### src/rtl/pcc_pkg.sv
package pcc_pkg;
  typedef enum logic [1:0] {
    CS_IDLE  = 2'd0,
    CS_WRITE = 2'd1,
    CS_PROG  = 2'd2
  } commit_state_t;

  localparam logic [3:0] OPEN_CODE = 4'b0101;

  function automatic logic nibble_open(input logic [3:0] nib);
    return nib == OPEN_CODE;
  endfunction
endpackage

### src/rtl/pcc_protect.sv
module pcc_protect
  import pcc_pkg::*;
(
  input  logic       clk,
  input  logic       rst_n,
  input  logic       stop_i,
  input  logic       load_i,
  input  logic [7:0] val_i,
  output logic       mem_open_o,
  output logic       cfg_open_o
);
  logic [7:0] prot_q;

  always_ff @(posedge clk or negedge rst_n) begin
    if (!rst_n)      prot_q <= 8'h00;
    else if (load_i) prot_q <= val_i;
  end

  assign mem_open_o = nibble_open(prot_q[7:4]);
  assign cfg_open_o = nibble_open(prot_q[3:0]);

  assert_prot_on_stop_R5: assert property (@(posedge clk) disable iff (!rst_n)
    !$stable(prot_q) |-> $past(stop_i));
endmodule

### src/rtl/pcc_pagebuf.sv
module pcc_pagebuf #(
  parameter int AW = 8,
  parameter int DW = 8,
  parameter int PAGE_LG = 4
) (
  input  logic               clk,
  input  logic               rst_n,
  input  logic               start_i,
  input  logic               stop_i,
  input  logic               open_i,
  input  logic               ptr_load_i,
  input  logic [AW-1:0]      ptr_i,
  input  logic               data_we_i,
  input  logic [DW-1:0]      data_i,
  input  logic [PAGE_LG-1:0] rd_idx_i,
  output logic [DW-1:0]      rd_data_o,
  output logic               pend_o,
  output logic [AW-1:0]      base_o,
  output logic [PAGE_LG:0]   cnt_o,
  output logic [DW-1:0]      first_o,
  output logic [AW-1:0]      cur_ptr_o
);
  localparam int PAGE = 1 << PAGE_LG;

  function automatic logic [AW-1:0] step_in_page(input logic [AW-1:0] a);
    logic [PAGE_LG-1:0] lo;
    lo = a[PAGE_LG-1:0] + 1'b1;
    return {a[AW-1:PAGE_LG], lo};
  endfunction

  logic               active_q, ptr_set_q;
  logic [AW-1:0]      base_q, cur_q;
  logic [PAGE_LG:0]   cnt_q;
  logic [DW-1:0]      first_q;
  logic [DW-1:0]      mem_q [PAGE];
  logic               take;

  assign take = data_we_i & active_q & ptr_set_q & ~start_i & ~stop_i;

  always_ff @(posedge clk or negedge rst_n) begin
    if (!rst_n) begin
      active_q  <= 1'b0;
      ptr_set_q <= 1'b0;
      base_q    <= '0;
      cur_q     <= '0;
      cnt_q     <= '0;
      first_q   <= '0;
    end else if (start_i || stop_i) begin
      active_q  <= 1'b0;
      ptr_set_q <= 1'b0;
      cnt_q     <= '0;
    end else if (open_i) begin
      active_q  <= 1'b1;
      ptr_set_q <= 1'b0;
      cnt_q     <= '0;
    end else if (ptr_load_i && active_q) begin
      base_q    <= ptr_i;
      cur_q     <= ptr_i;
      ptr_set_q <= 1'b1;
      cnt_q     <= '0;
    end else if (take) begin
      cur_q <= step_in_page(cur_q);
      if (cnt_q == '0) first_q <= data_i;
      if (cnt_q != (PAGE_LG+1)'(PAGE)) cnt_q <= cnt_q + 1'b1;
    end
  end

  always_ff @(posedge clk) begin
    if (take) mem_q[cur_q[PAGE_LG-1:0]] <= data_i;
  end

  assign rd_data_o = mem_q[rd_idx_i];
  assign pend_o    = active_q & ptr_set_q & (cnt_q != '0);
  assign base_o    = base_q;
  assign cnt_o     = cnt_q;
  assign first_o   = first_q;
  assign cur_ptr_o = cur_q;

  assert_cnt_cap_R3: assert property (@(posedge clk) disable iff (!rst_n)
    cnt_q <= (PAGE_LG+1)'(PAGE));
  assert_page_kept_R3: assert property (@(posedge clk) disable iff (!rst_n)
    take |=> cur_q[AW-1:PAGE_LG] == $past(cur_q[AW-1:PAGE_LG]));
endmodule

### src/rtl/pcc_commit.sv
module pcc_commit
  import pcc_pkg::*;
#(
  parameter int AW = 8,
  parameter int PAGE_LG = 4,
  parameter int PROG_CYCLES = 8
) (
  input  logic               clk,
  input  logic               rst_n,
  input  logic               launch_i,
  input  logic [AW-1:0]      base_i,
  input  logic [PAGE_LG:0]   cnt_i,
  output logic [PAGE_LG-1:0] rd_idx_o,
  output logic [AW-1:0]      store_addr_o,
  output logic               store_we_o,
  output logic               busy_o
);
  localparam int TW = $clog2(PROG_CYCLES + 1);

  function automatic logic [AW-1:0] step_in_page(input logic [AW-1:0] a);
    logic [PAGE_LG-1:0] lo;
    lo = a[PAGE_LG-1:0] + 1'b1;
    return {a[AW-1:PAGE_LG], lo};
  endfunction

  commit_state_t    state_q;
  logic [AW-1:0]    addr_q;
  logic [PAGE_LG:0] left_q;
  logic [TW-1:0]    tmr_q;

  always_ff @(posedge clk or negedge rst_n) begin
    if (!rst_n) begin
      state_q <= CS_IDLE;
      addr_q  <= '0;
      left_q  <= '0;
      tmr_q   <= '0;
    end else begin
      case (state_q)
        CS_IDLE: if (launch_i) begin
          state_q <= CS_WRITE;
          addr_q  <= base_i;
          left_q  <= cnt_i;
        end
        CS_WRITE: begin
          addr_q <= step_in_page(addr_q);
          left_q <= left_q - 1'b1;
          if (left_q == (PAGE_LG+1)'(1)) begin
            state_q <= CS_PROG;
            tmr_q   <= TW'(PROG_CYCLES - 1);
          end
        end
        CS_PROG: begin
          if (tmr_q == '0) state_q <= CS_IDLE;
          else             tmr_q   <= tmr_q - 1'b1;
        end
        default: state_q <= CS_IDLE;
      endcase
    end
  end

  assign store_we_o   = (state_q == CS_WRITE);
  assign busy_o       = (state_q != CS_IDLE);
  assign store_addr_o = addr_q;
  assign rd_idx_o     = addr_q[PAGE_LG-1:0];

  assert_launch_idle_R8: assert property (@(posedge clk) disable iff (!rst_n)
    launch_i |-> !busy_o);
  assert_wr_step_R3: assert property (@(posedge clk) disable iff (!rst_n)
    store_we_o && $past(store_we_o) |->
      store_addr_o == step_in_page($past(store_addr_o)));
endmodule

### src/rtl/pcc_top.sv
module pcc_top #(
  parameter int AW = 8,
  parameter int DW = 8,
  parameter int PAGE_LG = 4,
  parameter int PROG_CYCLES = 8,
  parameter logic [AW-1:0] PROT_ADDR = 8'h42
) (
  input  logic          clk,
  input  logic          rst_n,
  input  logic          start_i,
  input  logic          stop_i,
  input  logic          addr_hit_i,
  input  logic          ptr_load_i,
  input  logic [AW-1:0] ptr_i,
  input  logic          data_we_i,
  input  logic [DW-1:0] data_i,
  output logic          addr_ack_o,
  output logic [AW-1:0] rd_ptr_o,
  output logic [AW-1:0] store_addr_o,
  output logic [DW-1:0] store_data_o,
  output logic          store_we_o,
  output logic          busy_o,
  output logic          refused_o
);
  logic               open_w, pend_w, is_prot_w, region_ok_w;
  logic               launch_w, refuse_w, prot_ld_w;
  logic               mem_open_w, cfg_open_w;
  logic [AW-1:0]      base_w;
  logic [PAGE_LG:0]   cnt_w;
  logic [DW-1:0]      first_w;
  logic [PAGE_LG-1:0] rd_idx_w;
  logic               refused_q;

  assign open_w     = addr_hit_i & ~busy_o;
  assign addr_ack_o = open_w;

  pcc_pagebuf #(.AW(AW), .DW(DW), .PAGE_LG(PAGE_LG)) u_buf (
    .clk(clk), .rst_n(rst_n), .start_i(start_i), .stop_i(stop_i),
    .open_i(open_w), .ptr_load_i(ptr_load_i), .ptr_i(ptr_i),
    .data_we_i(data_we_i), .data_i(data_i), .rd_idx_i(rd_idx_w),
    .rd_data_o(store_data_o), .pend_o(pend_w), .base_o(base_w),
    .cnt_o(cnt_w), .first_o(first_w), .cur_ptr_o(rd_ptr_o)
  );

  assign is_prot_w   = (base_w == PROT_ADDR);
  assign region_ok_w = base_w[AW-1] ? mem_open_w : cfg_open_w;
  assign launch_w    = stop_i & pend_w & ~is_prot_w & region_ok_w;
  assign refuse_w    = stop_i & pend_w & ~is_prot_w & ~region_ok_w;
  assign prot_ld_w   = stop_i & pend_w & is_prot_w;

  pcc_protect u_prot (
    .clk(clk), .rst_n(rst_n), .stop_i(stop_i), .load_i(prot_ld_w),
    .val_i(first_w[7:0]), .mem_open_o(mem_open_w), .cfg_open_o(cfg_open_w)
  );

  pcc_commit #(.AW(AW), .PAGE_LG(PAGE_LG), .PROG_CYCLES(PROG_CYCLES)) u_cmt (
    .clk(clk), .rst_n(rst_n), .launch_i(launch_w), .base_i(base_w),
    .cnt_i(cnt_w), .rd_idx_o(rd_idx_w), .store_addr_o(store_addr_o),
    .store_we_o(store_we_o), .busy_o(busy_o)
  );

  always_ff @(posedge clk or negedge rst_n) begin
    if (!rst_n)        refused_q <= 1'b0;
    else if (refuse_w) refused_q <= 1'b1;
  end
  assign refused_o = refused_q;

  assert_we_after_stop_R2: assert property (@(posedge clk) disable iff (!rst_n)
    $rose(store_we_o) |-> $past(stop_i));
  assert_refused_sticky_R7: assert property (@(posedge clk) disable iff (!rst_n)
    refused_o |=> refused_o);
  assert_busy_from_stop_R8: assert property (@(posedge clk) disable iff (!rst_n)
    $rose(busy_o) |-> $past(stop_i));
endmodule

### config.mk
export PLATFORM = sky130hd
export DESIGN_NAME = pcc_top
export DESIGN_NICKNAME = d
export VERILOG_FILES = /design/src/rtl/pcc_pkg.sv /design/src/rtl/pcc_protect.sv /design/src/rtl/pcc_pagebuf.sv /design/src/rtl/pcc_commit.sv /design/src/rtl/pcc_top.sv
export SDC_FILE = /design/constraint.sdc
export NUM_CORES = 1
export LEC_CHECK = 0
export BUFFER_PORTS_ARGS = -buffer_cell sky130_fd_sc_hd__buf_2
export CAP_MARGIN = 20
export CORE_MARGIN = 1
export CORE_UTILIZATION = 45
export CTS_CLUSTER_DIAMETER = 100
export DETAILED_ROUTE_END_ITERATION = 8
export PLACE_DENSITY_LB_ADDON = 0.15
export SLEW_MARGIN = 5
export SYNTH_ARGS = -nofsm -noshare
export SYNTH_HDL_FRONTEND = slang
export SYNTH_HIERARCHICAL = 1
export SYNTH_SLANG_ARGS = --single-unit
### constraint.sdc
create_clock -name clk -period 2.7 [get_ports clk]
set_input_delay 0.675 -clock clk [delete_from_list [all_inputs] [get_ports clk]]
set_output_delay 0.675 -clock clk [all_outputs]
set_load 0.01 [all_outputs]
== Yosys cells after proc, flatten, opt, wreduce, memory -nomap -nowiden ==
Memories as Yosys holds them, arrays and structs flattened.
Cells that the tools add are included.
Storage, ports and cells
  bits in writable memories: 128
  memories: 1
  register bits: 59
  output and inout bits: 28
Memories
  u_buf.mem_q: words 16, bits a word 8, read ports 1, clocked after memory_dff 0, wr ports 1, line pcc_pagebuf.sv:35  | logic [DW-1:0] mem_q [PAGE];
Operators by class
  mux-type cells: 26
  eq/ne operators: 11
  reductions and logical operators: 22
  add/subtract/negate cells: 5
  bitwise gates (word level): 21
Operators by type and width (count)
  $mux 5: 6
  $mux 8: 2
  $pmux 8 s2: 1
  $reduce_and 3->1: 5
  $and 1x1->1: 12
  $mux 4: 3
  $pmux 5 s2: 1
  $reduce_bool 2->1: 5
  $not 1->1: 9
  $add 4x1->4 const B: 2
  $eq 4x3->1 const B: 2
  $eq 8x7->1 const B: 1
  $mux 1: 8
  $pmux 4 s2: 1
  $reduce_bool 4->1: 2
  $mux 2: 3
  $pmux 2 s3: 1
  $add 5x1->5 const B: 1
  $eq 5x1->1 const B: 1
  $logic_not 5->1: 1
  $ne 5x5->1 const B: 1
  $reduce_and 5->1: 1
  $reduce_bool 5->1: 1
  $sub 5x1->5 const B: 1
  11 further kinds: 14

== Logic depth before layout (Yosys ltp) ==
Gate-level depths: netlist (run 1).
  depth after elaboration: 8
  depth in mapped cells: 9
  gate-level depth less buffers: 9

== Hierarchy ==
The synthesis (run 1) kept the hierarchy.
Modules (own cells, without submodules)
  pcc_pagebuf: area each 6424.9 um^2, times used 1, cells each 360
  pcc_commit: area each 1086.0 um^2, times used 1, cells each 108
  pcc_protect: area each 351.6 um^2, times used 1, cells each 19
  pcc_top: area each 108.9 um^2, times used 1, cells each 10

== Least setup slack after synthesis (run 1) ==
No wires, ideal clock.
  path type: register to register
  from: register u_buf.cnt_q[0] (netlist: u_buf/cnt_o[0])
  to: register u_cmt.addr_q[4] (netlist: u_cmt/store_addr_o[4])
  clock period less this slack: 2.435 ns
  setup time: 0.125 ns
  data arrival time: 2.310 ns
  path slack: 0.265 ns
  path buffers: 0
  stages on the path, launching flop included: 9
  cells stage by stage: dfrtp_1 -> inv_1 -> ha_1 -> nor4b_2 -> nor2_1 -> nand2_1 -> a211oi_1 -> nor3b_4 -> mux2_2
Between the ends
  word-level cells in the longest chain between the ends: 6
RTL lines
  start: declaration: line pcc_pagebuf.sv:33  | logic [PAGE_LG:0] cnt_q;
  start signal: assignment: line pcc_pagebuf.sv:64  | if (cnt_q != (PAGE_LG+1)'(PAGE)) cnt_q <= cnt_q + 1'b1;
  $reduce_bool 5->1: line pcc_pagebuf.sv:73  | assign pend_o = active_q & ptr_set_q & (cnt_q != '0);
  $and 1x1->1: line pcc_pagebuf.sv:73
  via pend_w: line pcc_top.sv:25  | logic open_w, pend_w, is_prot_w, region_ok_w;
  $and 1x1->1 (3 in series): line pcc_top.sv:47  | assign launch_w = stop_i & pend_w & ~is_prot_w & region_ok_w;
  via launch_w: line pcc_top.sv:26  | logic launch_w, refuse_w, prot_ld_w;
  $reduce_and 3->1 (no line)
  end signal: assignment: line pcc_commit.sv:41  | addr_q <= base_i;
  end signal: assignment: line pcc_commit.sv:45  | addr_q <= step_in_page(addr_q);
  end: declaration: line pcc_commit.sv:27  | logic [AW-1:0] addr_q;
The timed path passes the listed nets, and every way through them passes these cells.
A chain may end at the register's enable or synchronous reset.

== Final worst setup path (run 1) ==
  from: register u_cmt.addr_q[0] (netlist: u_cmt/store_addr_o[0])
  to: output port store_data_o[2]
Between the ends
  word-level cells in the longest chain between the ends: 1
RTL lines
  $mem_v2 16x8
  end: declaration: line pcc_top.sv:20  | output logic [DW-1:0] store_data_o,
Every way passes these cells.

==> impl_metrics.ini, run 1 <==
[critical_path]
startpoint_type = flip-flop
worst-r2r-setup-slack_ns = 0.21
r2r_end = u_cmt/left_q[2]$_DFFE_PN0P_
critical_path_arrival_ns = 2.07
worst-r2r-cell-count = 11
worstPathRequired_ns = 2.03
critical_path_class = flip-flop to primary output
r2r_start = u_buf/cnt_o[0]$_DFFE_PN0P_
cp_max_fo = 11
cp-end-kind = primary output

[floorplanning]
die_w_um = 135.1
ios = 51
die_y_um = 135.1
coreArea_um2 = 17300
row_count = 48
initial_core_util = 0.4609
fp.dieArea_um2 = 18250

[logic_synthesis]
synth_commonest_cells = edfxtp_1, nand2_1, dfrtp_1
netlist.area_leader.share = 0.4822
synth_warnings = 6
synth_fp_nets = 530
synth_area_um2 = 7971
ys_ff_latch = 187
synth_edf_count = 128
yosysMostFrequentCell = edfxtp_1
synth_top_flop_cell = edfxtp_1
yosys.area.top_type = edfxtp_1
synthArstFlopShare = 0.3155
avgSynthCellArea_um2 = 16.04
synthCells = 497
ys_types = 64
seq_area_frac_synth = 0.6674
synth_area_leaders = edfxtp_1, dfrtp_1, mux4_1

[sta]
drv_slew = 0
tightest_slew_ns = 0.6505
finClkSkew_ns = 0.01091
final-hold-violation-count = 0
slew_headroom = 0.5664
rsz0062_at_grt = true
final.period_utilization = 1.018
finalSetupViolCount = 5
fin_ws_ns = -0.04761
fmax_ghz = 0.3640
period_needed_ns = 2.748

[power]
p_leak_uw = 0.003571
peakVddDrop_mv = 0.4468
power_density_nw_per_um2 = 619.1
power_uw = 5758

[final_layout]
n_antenna_cell = 0
fin_area_um2 = 9301
drive_gt1_frac = 0.3203
area_growth_pct = 16.68
nets = 610

[placed_design]
pre_cts_ws_ns = 0.1657
hpwl_um = 11240
place_congestion = 0.8660
placed_area_um2 = 8602
port_buffers = 50

[clocking]
clk_pin_slew_ns = 0.07
worstSkewPairLatency_ns = 0.43
postCtsHoldBufs = 0
cts_tree = done
ctsHtreeMaxLevel = 4
cts_sinks = 187
cts.path.max_buffers = 2
clockRootBuffer = clkbuf_16
cts_inserted_buffers = 17

[global_routing]
grt_max_degree = 32
grt_pass1_vias = 4626
grt_pass1_wl_um = 26220
antenna_found_initial = 0
track_usage = 0.1956
grt-ovfl-total = 0

[detailed_routing]
ant_nets = 0
avgRoutedWirePerCell_um = 20.22
drtIter0Drc = 361
drc = 0
dr_total_vias = 4539
vias_per_cell = 5.569
totalWireLength_um = 16480
dr.pass1.iters = 4

[outcome]
failed_checks = negative setup slack
status = finished with violations

[hold_path]
hp-class = input pin to asynchronous set/reset pin

[run]
drv_cap = 0
[stage by stage]
| step | cells | utilization | hold WS (ns) | TNS, ns |
|---|---|---|---|---|
| 4_1_cts | 813 | 0.5349 | 0.2755 | -0.4788 |
| 3_5_place_dp | 780 | 0.4973 | 0.4660 | 0 |
| 3_3_place_gp | 780 | 0.4973 | 0.4525 | 0 |
| 5_1_grt | 815 | 0.5378 | 0.3129 | -0.6493 |
| 6_report | 815 | 0.5378 | 0.2670 | -0.1302 |
| 2_1_floorplan | 497 | - | 0.3794 | 0 |
[power by group]
group          switching (uW)  total, uW  leakage, uW  internal, uW
clock                    1170       2500     0.000288          1330
combinational            99.3        145      0.00133          45.6
sequential               30.5       3120      0.00195          3090
[critical path, stage by stage, from the launching register on]
cell	delay, ns
dfrtp_2	0.37
buf_12	0.16
mux4_1	0.61
a22oi_2	0.29
nand2_1	0.09
buf_2	0.14
[per-layer routing]
| layer | share of wire | track usage | vias to the layer above |
|---|---|---|---|
| met3 | 0.047 | 0.04580 | 17 |
| met5 | 0 | 0 | - |
| met1 | 0.45 | 0.2688 | 2335 |
| li1 | - | - | 2075 |
| met2 | 0.49 | 0.3103 | 112 |
| met4 | 0.015 | 0.05930 | 0 |
[cells by family (layout without fill, tap and decap cells)]
kind of cell	count (synthesis)	count (layout)	synth area share
flip-flops	187	187	0.6674
AND/OR/NAND/NOR	145	145	0.09857
AO/OA/AOI/OAI	63	63	0.05463
multiplexers	54	54	0.1325
buffers and inverters	34	127	0.02684
adder cells (fa/ha/maj)	10	10	0.01570
XOR/XNOR	4	4	0.004396
[layout by cell type, fill, tap and decap left out, drive strengths merged, types with 2 or more instances in the layout]
cell and n:
clkbuf 18, mux4 32, inv 20, nand4b 3, o21ai 9, clkinv 3
nand3b 2, nor4bb 2, and2b 3, clkinvlp 2, nand2 62, nor2b 4
nand4 4, nand2b 4, nor2 25, edfxtp 128, nor3b 2, dfrtp 59
mux2 20, nor3 7, buf 83, mux2i 2, xor2 3, o41ai 3
a22oi 19, o21bai 2, o22ai 4, nor4b 4, ha 10, a21oi 12
and2 2, and3 4, or3b 4, a221o 2, a2bb2oi 3, nand3 9
[sequential cells by signal, indices dropped and copies added, names as in the netlist]
signal and cells:
u_cmt/tmr_q 4, u_cmt/store_addr_o 8, u_cmt/state_q 2, u_buf/cnt_o 5, u_buf/base_o 8, refused_o 1, u_cmt/left_q 5, u_buf/mem_q 128
u_prot/prot_q 8, u_buf/active_q 1, u_buf/cur_ptr_o 8, u_buf/ptr_set_q 1, u_buf/first_o 8
[final cells by class]
cell class	count	area (um2)
clock buffer	17	425.4
clock inverter	15	171.4
fill	1427	7995
inverter	11	41.29
multi-input combinational	276	2465
sequential	187	5324
tap	225	281.5
timing repair buffer	84	593.1
[repair_timing]
action / 4_1_cts / 5_1_grt
setup buffers: 1 / 1
setup endpoints to repair: 8 / 15
hold endpoints to repair: 0 / 0
gates resized for setup: 17 / 13
cloned: 0 / 1
pin swaps: 5 / 4
[worst max path at each step]
stage / start / endpoint / slack, ns / cells past startpoint
final: u_cmt/store_addr_o[0]$_DFFE_PN0P_ / store_data_o[2] / -0.05 / 5
after floorplan: u_buf/cnt_o[0]$_DFFE_PN0P_ / u_cmt/store_addr_o[4]$_DFFE_PN0P_ / 0.27 / 8
after global routing: u_cmt/store_addr_o[0]$_DFFE_PN0P_ / store_data_o[2] / -0.12 / 5
after global placement: u_cmt/store_addr_o[0]$_DFFE_PN0P_ / store_data_o[0] / 0.20 / 5
after detailed placement: u_buf/cnt_o[0]$_DFFE_PN0P_ / u_cmt/store_addr_o[6]$_DFFE_PN0P_ / 0.17 / 9
after CTS: u_cmt/store_addr_o[0]$_DFFE_PN0P_ / store_data_o[7] / -0.09 / 6
(Power assumes the default switching activity.)
==> inputs of run 2 (changes only) <==
--- a/config.mk
+++ b/config.mk
@@ -5,6 +5,7 @@
 export SDC_FILE = /design/constraint.sdc
 export NUM_CORES = 1
 export LEC_CHECK = 0
+export ABC_AREA = 1
 export BUFFER_PORTS_ARGS = -buffer_cell sky130_fd_sc_hd__buf_2
 export CAP_MARGIN = 20
 export CORE_MARGIN = 1
==> run 2 against run 1 <==
  * The flow now finishes without violations
  * Worst hold slack better by 0.044 ns
  * Register-to-register slack better by 0.21 ns
  * Sequential power about the same
  * First-iteration DRC count up 3.9%
  * Final area is 5.7% higher
  * Total power rose by 2.3%
  * Wire length increased by 19%
  * Largest cell class unchanged
  * Highest routed layer unchanged
==> impl_metrics.ini, run 2 <==
[final_layout]
nets = 1022
finalNonFillerCells = 1236
nFillCells = 1742
mostFrequentLayoutCells = nand2_1, inv_1, edfxtp_1
finish.utilization = 0.5237
fin_area_um2 = 9828
drive_gt1_frac = 0.1487
layout_commonest_cell = nand2_1
largest_register_ff_count = 128
area_growth_pct = 13.86
n_antenna_cell = 0

[detailed_routing]
vias_per_cell = 4.889
dr.pass1.iters = 5
drc = 0
dr_total_vias = 6043
drtIter0Drc = 375
ant_nets = 0
avgRoutedWirePerCell_um = 15.82
totalWireLength_um = 19560

[critical_path]
cp_num_buf_inv = 2
critPathTopFamily = simple AND/OR/NAND/NOR gates
critPathSlowestCell = dfrtp_2
crit_chain = buf_12, nand2_1, nand2_1, nand2_1, nand3_1, nand3_1, nand2_1, buf_2
worstPathRequired_ns = 2.03
path_common_cell = nand2_1
critPathMaxStageDelay_ns = 0.42
cp_max_fo = 69
startpoint_type = flip-flop
cp-end-kind = primary output
critical_path_arrival_ns = 1.91
critical_path_class = flip-flop to primary output

[logic_synthesis]
synth_edf_count = 128
synth_commonest_cells = nand2_1, inv_1, edfxtp_1
yosys.area.top_type = edfxtp_1
yosysMostFrequentCell = nand2_1
synth_area_leaders = edfxtp_1, dfrtp_1, nand2_1
synth_warnings = 6
ys_ff_latch = 187
netlist.area_leader.share = 0.4453
synth_top_flop_cell = edfxtp_1
synthCells = 927
ys_types = 32
synth_area_um2 = 8632
synth_fp_nets = 960
synthArstFlopShare = 0.3155
seq_area_frac_synth = 0.6163
avgSynthCellArea_um2 = 9.312

[sta]
fmax_ghz = 0.3868
fin_ws_ns = 0.1150
final-hold-violation-count = 0
final.period_utilization = 0.9574
slew_headroom = 0.4853
rsz0062_at_grt = true
period_needed_ns = 2.585
finClkSkew_ns = 0.01216
tightest_slew_ns = 0.7721
whs_ns = 0.3111
finalSetupViolCount = 0
drv_slew = 0

[clocking]
cts_inserted_buffers = 17
ctsHtreeMaxLevel = 4
cts.path.max_buffers = 2
clockRootBuffer = clkbuf_16
worstSkewPairLatency_ns = 0.44
postCtsHoldBufs = 0
cts_sinks = 187
cts_tree = done
clk_pin_slew_ns = 0.07

[hold_path]
hp-class = input pin to asynchronous set/reset pin

[power]
power_density_nw_per_um2 = 599.1
switching_share = 0.2265
p_sw_uw = 1334
peakVddDrop_mv = 0.4775
clkPwrFrac = 0.427
power.combinational.fraction = 0.040
p_int_uw = 4555
seqPwrFrac = 0.533
p_leak_uw = 0.004602

[floorplanning]
ios = 51
die_w_um = 140.5
fp.dieArea_um2 = 19740
die_y_um = 140.5
coreArea_um2 = 18770
row_count = 50
initial_core_util = 0.4599

[run]
drv_cap = 0

[global_routing]
track_usage = 0.2121
antenna_found_initial = 0
grt_max_degree = 70
grt-ovfl-total = 0
grt_pass1_wl_um = 31400
grt_pass1_vias = 5869

[placed_design]
port_buffers = 50
place_congestion = 0.8189
placed_area_um2 = 9228
dp_cells = 1204
pre_cts_ws_ns = 0.1911
hpwl_um = 12810

[outcome]
status = completed
-- run 2: area by class of cell --
class / count / area, um2 / area share
clock buffers: 17 / 425.4 / 0.04328
clock inverters: 15 / 165.2 / 0.01680
repair buffers: 76 / 495.5 / 0.05041
inverters: 160 / 605.6 / 0.06162
flip-flops and latches: 187 / 5321 / 0.5414
well taps: 234 / 292.8 / 0.02979
multi-input cells: 547 / 2522 / 0.2567
-- run 2: path summary, 6_finish.rpt --
kind                                                   start                                 to  slack, ns  cells after the start
hold / removal                                         rst_n     u_buf/cur_ptr_o[5]$_DFFE_PN0P_       0.31                      1
min in group clk                                    ptr_i[4]        u_buf/base_o[4]$_DFFE_PN0P_       0.46                      3
setup reg to reg                  u_buf/cnt_o[0]$_DFFE_PN0P_  u_cmt/store_addr_o[0]$_DFFE_PN0P_       0.42                     14
setup / recovery           u_cmt/store_addr_o[0]$_DFFE_PN0P_                    store_data_o[0]       0.11                      8
max in group asynchronous                              rst_n        u_buf/base_o[0]$_DFFE_PN0P_       1.75                      2
hold reg to reg                        refused_o$_DFFE_PN0P_              refused_o$_DFFE_PN0P_       0.46                      2
-- run 2: worst register-to-register path, stage by stage, from the launching register on --
cell and delay (ns):
dfrtp_1 0.39, inv_1 0.08, ha_1 0.21, nand2_1 0.13
o211ai_1 0.10, inv_1 0.06, nand2_1 0.06, inv_1 0.07
nand2_1 0.05, nor2_1 0.19, nand3_2 0.27, nand2_1 0.21
inv_2 0.09, nand2_1 0.06, o211ai_1 0.13
-- run 2: power by group through the flow --
stage                     clock [uW]  combinational, uW  sequential, uW
after global routing            2680                270            3140
after CTS                       2550                241            3140
final                           2510                236            3140
after detailed placement           0                239            3200
after floorplan                    0                108            3200
after global placement             0                236            3200
-- run 2: cell families (layout without fill, tap and decap cells) --
logic type,after synthesis,after routing,synth area share
and+or+nand+nor,500,500,0.2487
buffers and inverters,193,268,0.09204
DFF,187,187,0.6163
AOI/OAI and AO/OA,36,36,0.02740
adders and majority gates,10,10,0.01449
xor gates and xnor gates,1,1,0.001015
-- run 2: repair_timing --
item,in CTS,in global routing
setup endpoints to repair,0,9
gates resized for setup,0,4
buffers inserted,0,0
-- run 2: stage by stage --
step                      total power, uW  setup TNS, ns
after detailed placement             3439              0
after floorplan                      3306              0
after CTS                            5928              0
after global routing                 6095    -0.00002798
after global placement               3434              0
final                                5888              0
-- run 2: routing by layer --
| layer | global-route usage | vias to the layer above | wire length, um |
|---|---|---|---|
| met4 | 0.07609 | 0 | 349 |
| li1 | - | 3048 | - |
| met5 | 0 | - | 0 |
| met3 | 0.03419 | 21 | 853 |
| met2 | 0.3437 | 139 | 9226 |
| met1 | 0.2896 | 2835 | 9129 |
